File: src/rtl/dl_int_pkg.sv
package dl_int_pkg;

    localparam int NUM_FLAGS = 3;
    localparam int REG_W     = 8;

    typedef enum logic [0:0] {
        SEL_STATUS = 1'b0,
        SEL_ENABLE = 1'b1
    } dl_reg_sel_e;

    // Field order fixes the bit positions: fcs at 2, abort at 1, idle at 0.
    typedef struct packed {
        logic fcs_err;
        logic abort;
        logic idle;
    } dl_flags_t;

    typedef struct packed {
        logic                 rd;
        logic                 wr;
        dl_reg_sel_e          sel;
        logic [REG_W-1:0]     wdata;
    } dl_access_t;

    // Flags that an access asks to clear this cycle.
    function automatic logic [NUM_FLAGS-1:0] clear_mask(
        input logic       rd_mode,
        input dl_access_t acc
    );
        logic [NUM_FLAGS-1:0] m;
        m = '0;
        if (acc.sel == SEL_STATUS) begin
            if (rd_mode && acc.rd)
                m = '1;
            else if (!rd_mode && acc.wr)
                m = acc.wdata[NUM_FLAGS-1:0];
        end
        return m;
    endfunction

    function automatic logic [REG_W-1:0] widen(input logic [NUM_FLAGS-1:0] v);
        logic [REG_W-1:0] r;
        r = '0;
        r[NUM_FLAGS-1:0] = v;
        return r;
    endfunction

endpackage

File: src/rtl/dl_flag_bank.sv
module dl_flag_bank #(
    parameter int N = 3
) (
    input  logic         clk,
    input  logic         rst,
    input  logic [N-1:0] set_i,
    input  logic [N-1:0] clr_i,
    output logic [N-1:0] flag_o
);
    for (genvar i = 0; i < N; i++) begin : g_flag
        logic q;
        always_ff @(posedge clk) begin
            if (rst)
                q <= 1'b0;
            else if (set_i[i])
                q <= 1'b1;       // event wins over clear
            else if (clr_i[i])
                q <= 1'b0;
        end
        assign flag_o[i] = q;
    end
endmodule

File: src/rtl/dl_enable_reg.sv
module dl_enable_reg #(
    parameter int N = 3
) (
    input  logic         clk,
    input  logic         rst,
    input  logic         load_i,
    input  logic [N-1:0] d_i,
    output logic [N-1:0] q_o
);
    always_ff @(posedge clk) begin
        if (rst)
            q_o <= '0;
        else if (load_i)
            q_o <= d_i;
    end
endmodule

File: src/rtl/dl_irq_reduce.sv
module dl_irq_reduce #(
    parameter int N = 3
) (
    input  logic [N-1:0] flag_i,
    input  logic [N-1:0] en_i,
    input  logic         blk_en_i,
    output logic         irq_o
);
    assign irq_o = blk_en_i & (|(flag_i & en_i));
endmodule

File: src/rtl/dl_int_status.sv
module dl_int_status
    import dl_int_pkg::*;
#(
    parameter int NUM_SRC = NUM_FLAGS,
    parameter int DATA_W  = REG_W
) (
    input  logic              clk,
    input  logic              rst,
    input  logic              ev_fcs_err,
    input  logic              ev_abort,
    input  logic              ev_idle,
    input  logic              clear_on_read,
    input  logic              blk_irq_en,
    input  logic              reg_rd,
    input  logic              reg_wr,
    input  logic              reg_addr,
    input  logic [DATA_W-1:0] reg_wdata,
    output logic [DATA_W-1:0] reg_rdata,
    output logic              irq
);
    dl_flags_t            events;
    dl_access_t           acc;
    logic [NUM_SRC-1:0]   clr_vec;
    logic [NUM_SRC-1:0]   stat_q;
    logic [NUM_SRC-1:0]   en_q;
    logic                 en_load;

    always_comb begin
        events.fcs_err = ev_fcs_err;
        events.abort   = ev_abort;
        events.idle    = ev_idle;
        acc.rd         = reg_rd;
        acc.wr         = reg_wr;
        acc.sel        = dl_reg_sel_e'(reg_addr);
        acc.wdata      = reg_wdata;
    end

    assign clr_vec = clear_mask(clear_on_read, acc);
    assign en_load = reg_wr && (acc.sel == SEL_ENABLE);

    dl_flag_bank #(.N(NUM_SRC)) u_flags (
        .clk    (clk),
        .rst    (rst),
        .set_i  (events),
        .clr_i  (clr_vec),
        .flag_o (stat_q)
    );

    dl_enable_reg #(.N(NUM_SRC)) u_enable (
        .clk    (clk),
        .rst    (rst),
        .load_i (en_load),
        .d_i    (reg_wdata[NUM_SRC-1:0]),
        .q_o    (en_q)
    );

    dl_irq_reduce #(.N(NUM_SRC)) u_irq (
        .flag_i   (stat_q),
        .en_i     (en_q),
        .blk_en_i (blk_irq_en),
        .irq_o    (irq)
    );

    always_comb begin
        unique case (acc.sel)
            SEL_STATUS: reg_rdata = widen(stat_q);
            SEL_ENABLE: reg_rdata = widen(en_q);
            default:    reg_rdata = '0;
        endcase
    end

    logic unused_hi;
    assign unused_hi = ^reg_wdata[DATA_W-1:NUM_SRC];

endmodule

File: config.mk
export PLATFORM = sky130hd
export DESIGN_NAME = dl_int_status
export DESIGN_NICKNAME = d
export VERILOG_FILES = /design/src/rtl/dl_int_pkg.sv /design/src/rtl/dl_flag_bank.sv /design/src/rtl/dl_enable_reg.sv /design/src/rtl/dl_irq_reduce.sv /design/src/rtl/dl_int_status.sv
export SDC_FILE = /design/constraint.sdc
export NUM_CORES = 1
export LEC_CHECK = 0
export BUFFER_PORTS_ARGS = -buffer_cell sky130_fd_sc_hd__buf_2
export CORE_AREA = 2 2 39 41
export CTS_BUF_LIST = sky130_fd_sc_hd__clkbuf_8
export DETAILED_ROUTE_END_ITERATION = 8
export DIE_AREA = 0 0 41 43
export GPL_ROUTABILITY_DRIVEN = 0
export PLACE_DENSITY = 0.71
export SYNTH_ARGS = -nofsm -noshare
export SYNTH_HDL_FRONTEND = slang
export SYNTH_HIERARCHICAL = 1
export SYNTH_SLANG_ARGS = --single-unit
File: constraint.sdc
create_clock -name clk -period 1.69 [get_ports clk]
set_input_delay 0 -clock clk [delete_from_list [all_inputs] [get_ports clk]]
set_output_delay 0 -clock clk [all_outputs]
set_load 0.05 [all_outputs]
==> impl_metrics.yaml, run 1 <==
routing:
  drt-initial-drc-count: 12
  viasPerCell: 4.311
  ant_nets: 0
  vias: 319
  dr.pass1.iters: 4
  post_drt_wl_per_cell_microns: 10.04
  drc: 0
  wl_microns: 743
layout:
  n_antenna_cell: 0
  drive_above_1_share_pct: 37.93
  fin_nets: 78
  areaGrowthSynthToFinish_pct: 21.79
  final_core_util_pct: 34.36
  fill_cells: 155
placement:
  hpwlAfterDp_microns: 592.2
  port-buffer-count: 16
flow_run:
  cap_violations: 0
clock_tree:
  cts_max_level: 1
  cts.path.max_buffers: 2
  clk_pin_slew_ps: 40
  post_cts_buffers: 0
  cts-buffers-inserted: 3
  ctsHoldBuffers: 0
  tritoncts: "done"
  ctsResizeCount: 0
  cts_root_buf: "clkbuf_8"
  clkLatencyLatePin_ps: 220
  clock_sinks: 6
synthesis:
  ys_types: 15
  synth_area_leader_cell: "dfxtp_1"
  synthDominantCellAreaShare_pct: 30.77
  syn_avg_cell_area_sq_um: 8.872
  synthesis.yosys.warnings: 6
  yosysSeqAreaShare_pct: 30.77
  synthTopCellsByArea: "dfxtp_1, buf_4, mux2_4, a21oi_1, mux2i_1"
  ys_seq_elements: 6
  synthCells: 44
  synth.cell_area_sq_um: 390.4
run_status:
  status: "completed"
sta:
  max_freq_mhz: 848.4
  setup_violations: 0
  tns_ps: 0
  worst_clock_skew_ps: 0
  hold_viol_final: 0
  slew_viol_final: 0
  rsz0062_at_grt: "no"
  period_share_pct: 69.75
  final.min_clock_period_ps: 1179
worst_setup_path:
  cp-start-kind: "register"
  worstPathRequired_ps: 1690
  path_class: "register to output pin"
  cp-end-kind: "output pin"
  critPathTopFamily: "compound AO/OA/AOI/OAI gates"
  critPathBufInv: 1
  slowest_delay_ps: 360
  cpMaxStageDelayCell: "a222oi_1"
  cp.arrival_ps: 1180
  critPathMaxFanout: 3
  cp_cell_sequence: "a222oi_1 > nor2b_1 > buf_2"
grt:
  grt_max_degree: 8
  grt_overflow: 0
  grt_pass1_vias: 280
  grtUsageMet1_pct: 12.86
  grt_use_total_pct: 9.739
  grtUsageMet3_pct: 3.141
  grt-busiest-layer: "met2"
  grtUsageMet2_pct: 13.13
  grt_pass1_wl_microns: 1138
  antenna_found_initial: 0
floorplanning:
  core_area_sq_um: 1384
  die_y_microns: 43
  die_area_sq_um: 1763
  num_rows: 14
  start_util_pct: 28.21
  design.portCount: 27
  dieWidth_microns: 41
min_path:
  min_path_type: "input port to register"
pwr:
  power.density_nw_per_um2: 1001
  p_leak_uw: 0.0002396
  ir_drop_mv: 0.3167
[cells in the mapped netlist]
cell      number
buf_4          8
nor2b_1        1
inv_1          3
mux2i_1        3
nand3b_1       3
nand2b_1       3
mux2_4         3
dfxtp_1        6
nor2_1         3
and2_1         1
a222oi_1       1
conb_1         1
a21oi_1        6
buf_6          1
nand2_1        1
[cells in the final DEF, fill, tap and decap left out, drive strengths merged]
cell type,synthesis,final
mux2i,3,3
a21oi,6,6
conb,1,5
nor2,3,3
clkbuf,0,3
nor2b,1,1
buf,9,16
dfxtp,6,6
and2,1,1
nand2b,3,3
a222oi,1,1
nand3b,3,3
nand2,1,1
mux2,3,3
inv,3,3
[area by class of cell]
class	instances	area [sq um]	area share, %
inverters	3	11.26	2.368
well taps	16	20.02	4.211
repair buffers	16	80.08	16.84
clock buffers	3	41.29	8.684
flip-flops and latches	6	120.1	25.26
multi-input cells	30	202.7	42.63
[cell families after synthesis]
group / Yosys count / synth area share (%)
AND/OR/NAND/NOR: 12 / 17.63
AO/OA/AOI/OAI: 7 / 10.26
multiplexers: 6 / 19.23
buffers and inverters: 12 / 21.15
other: 1 / 0.9606
flip-flops: 6 / 30.77
[worst min-delay path, delay by kind of cell]
kind	cells	cell delay, ps
compound gates	1	50
buf+inv	2	130
[per-layer routing]
layer,vias to the layer above,share of wire [%],routed length (microns)
met5,-,0,0
met4,0,0,0
met3,0,8.2,61
met2,18,46,341
met1,138,46,340
li1,163,-,-
[flip-flops by register name (all words and copies together), names as in the netlist]
name / cells
u_enable/q_o: 3
u_flags/g_flag.q: 3
[report_power, final]
part / switching (uW) / total (uW) / internal, uW
Clock: 58.1 / 211 / 153
Sequential: 7.05 / 158 / 151
Combinational: 71.2 / 107 / 35.5
[worst paths after layout]
path | cells after the start | slack, ps | startpoint | end
hold / removal | 3 | 10 | ev_idle | u_flags/g_flag[0].q
setup reg to reg | 2 | 1060 | u_enable/q_o[1] | u_enable/q_o[1]
hold reg to reg | 2 | 490 | u_flags/g_flag[1].q | u_flags/g_flag[1].q
setup / recovery | 3 | 510 | u_flags/g_flag[0].q | irq
[through the flow]
| step | cells | hold slack, ps | power (uW) | setup WS [ps] | area [sq um] |
|---|---|---|---|---|---|
| after global routing | 74 | 25.09 | 498.2 | 437.7 | 475.5 |
| after detailed placement | 71 | 246.3 | 266.7 | 760.6 | 434.2 |
| after CTS | 74 | 15.32 | 481.8 | 512.9 | 475.5 |
| final | 74 | 14.89 | 476.0 | 511.3 | 475.5 |
| after floorplan | 48 | 69.07 | 257.4 | 495.4 | 405.4 |
| after global placement | 71 | 239.3 | 265.3 | 759.5 | 434.2 |
(Power assumes the default switching activity.)
==> inputs of run 2 (changes only) <==
- clock period: 1.69 -> 1.2 ns (I/O delays scaled with it)
==> run 2 against run 1 <==
Net effect: cell count is 1.4% higher; core utilization is 1.1 points higher; combinational power grew 44%; sequential power increased by 42%; flip-flop and latch count stayed put.
==> impl_metrics.yaml, run 2 (synthesis results as in run 1) <==
flow_run:
  cap_violations: 0
sta:
  final.min_clock_period_ps: 1153
  worst_clock_skew_ps: 0
  slew_viol_final: 0
  period_share_pct: 96.06
  tns_ps: 0
  setup_violations: 0
  rsz0062_at_grt: "yes"
  hold_viol_final: 0
  max_freq_mhz: 867.5
layout:
  fill_cells: 157
  layout_common_cells: "buf_2, a21oi_1, conb_1, dfxtp_1"
  reg_top3: "u_enable/q_o: 3 flops, u_flags/g_flag.q: 3 flops"
  design_area_sq_um: 490.5
  fin_nets: 79
  n_antenna_cell: 0
  areaGrowthSynthToFinish_pct: 25.64
  mostFrequentLayoutCell: "buf_2"
  instances_no_fill: 75
  drive_above_1_share_pct: 40.68
clock_tree:
  cts_max_level: 1
  clock_sinks: 6
  cts.path.max_buffers: 2
  tritoncts: "done"
  clkLatencyLatePin_ps: 220
  ctsHoldBuffers: 0
  clk_pin_slew_ps: 40
  cts-buffers-inserted: 3
  cts_root_buf: "clkbuf_8"
routing:
  drc: 0
  ant_nets: 0
  vias: 327
  wl_microns: 750
  dr.pass1.iters: 4
  drt-initial-drc-count: 7
  post_drt_wl_per_cell_microns: 10.00
  viasPerCell: 4.360
worst_setup_path:
  critPathMaxFanout: 3
  reg2reg_depth: 3
  cp.arrival_ps: 1150
  cp-end-kind: "output pin"
  cp-start-kind: "register"
  r2r_start: "u_enable/q_o[0]"
  path_class: "register to output pin"
  regToRegEndpoint: "u_enable/q_o[0]"
  reg2reg_slack_ps: 480
  worstPathRequired_ps: 1200
grt:
  grt_max_degree: 8
  grt_pass1_vias: 268
  grt_use_total_pct: 9.839
  grt_overflow: 0
  grt_pass1_wl_microns: 1117
  antenna_found_initial: 0
floorplanning:
  design.portCount: 27
  die_area_sq_um: 1763
  die_y_microns: 43
  core_area_sq_um: 1384
  dieWidth_microns: 41
  num_rows: 14
  start_util_pct: 28.21
pwr:
  ir_drop_mv: 0.7011
  power.density_nw_per_um2: 1383
  p_leak_uw: 0.0002459
placement:
  hpwlAfterDp_microns: 597.1
  dp.cells: 71
  port-buffer-count: 16
  dpl-instance-area_sq_um: 434.2
min_path:
  holdCritStartpoint: "ev_abort"
  holdPathStages: 3
  whs_endpoint: "u_flags/g_flag[1].q"
  min_path_type: "input port to register"
run_status:
  status: "completed"
==> run 2: changes by cell type in the layout (fill, tap and decap cells not counted) <==
cell / change
buf_2: -1
buf_4: +1
buf_6: +1
dfxtp_1: -1
dfxtp_2: +1
==> run 2: worst max-delay path by stage <==
stage,to,startpoint,slack (ps),cells past startpoint
5_1_grt,irq,u_enable/q_o[0],-50,3
6_report,irq,u_enable/q_o[0],50,3
2_1_floorplan,irq,u_flags/g_flag[0].q,5,3
3_3_place_gp,irq,u_flags/g_flag[0].q,270,3
3_5_place_dp,irq,u_flags/g_flag[0].q,270,3
4_1_cts,irq,u_flags/g_flag[0].q,20,3
==> run 2: worst max-delay path: stages, from the launching register on <==
cell      delay [ps]
dfxtp_2          320
a222oi_1         350
nor2b_1          100
buf_6            160
==> run 2: layout make-up <==
class	count	area, sq um	share of cell area (%)
clock buffer	3	41.29	8.418
inverter	3	11.26	2.296
multi-input combinational	30	202.7	41.33
sequential	6	121.4	24.74
tap	16	20.02	4.082
timing repair buffer	17	93.84	19.13
==> run 2: layer usage <==
layer / GRT usage [%] / part of all wire (%)
met3: 4.712 / 10
met4: 6.000 / 2.8
met2: 11.88 / 44
met5: 0 / 0
met1: 13.50 / 43
==> run 2: what timing repair did <==
item	CTS	global route
endpoints found under the setup margin	0	1
gates resized for setup	0	4
buffers inserted	0	1
==> run 2: stage by stage <==
step	worst slack, ps	total power (uW)	util [%]	hold WS, ps
2_1_floorplan	5.410	362.5	-	69.07
3_3_place_gp	269.5	373.6	31.37	239.3
3_5_place_dp	270.6	375.8	31.37	246.6
4_1_cts	22.87	679.8	34.36	14.50
5_1_grt	-54.53	710.1	35.44	24.50
6_report	47.22	678.3	35.44	10.90
==> run 2: power breakdown <==
group / internal (uW) / switching, uW / leakage (uW) / total, uW
logic: 53.3 / 101 / 0.000174 / 154
registers: 214 / 10.0 / 0.0000501 / 224
clock network: 215 / 85.5 / 0.0000216 / 301
total: 482 / 196 / 0.000246 / 678
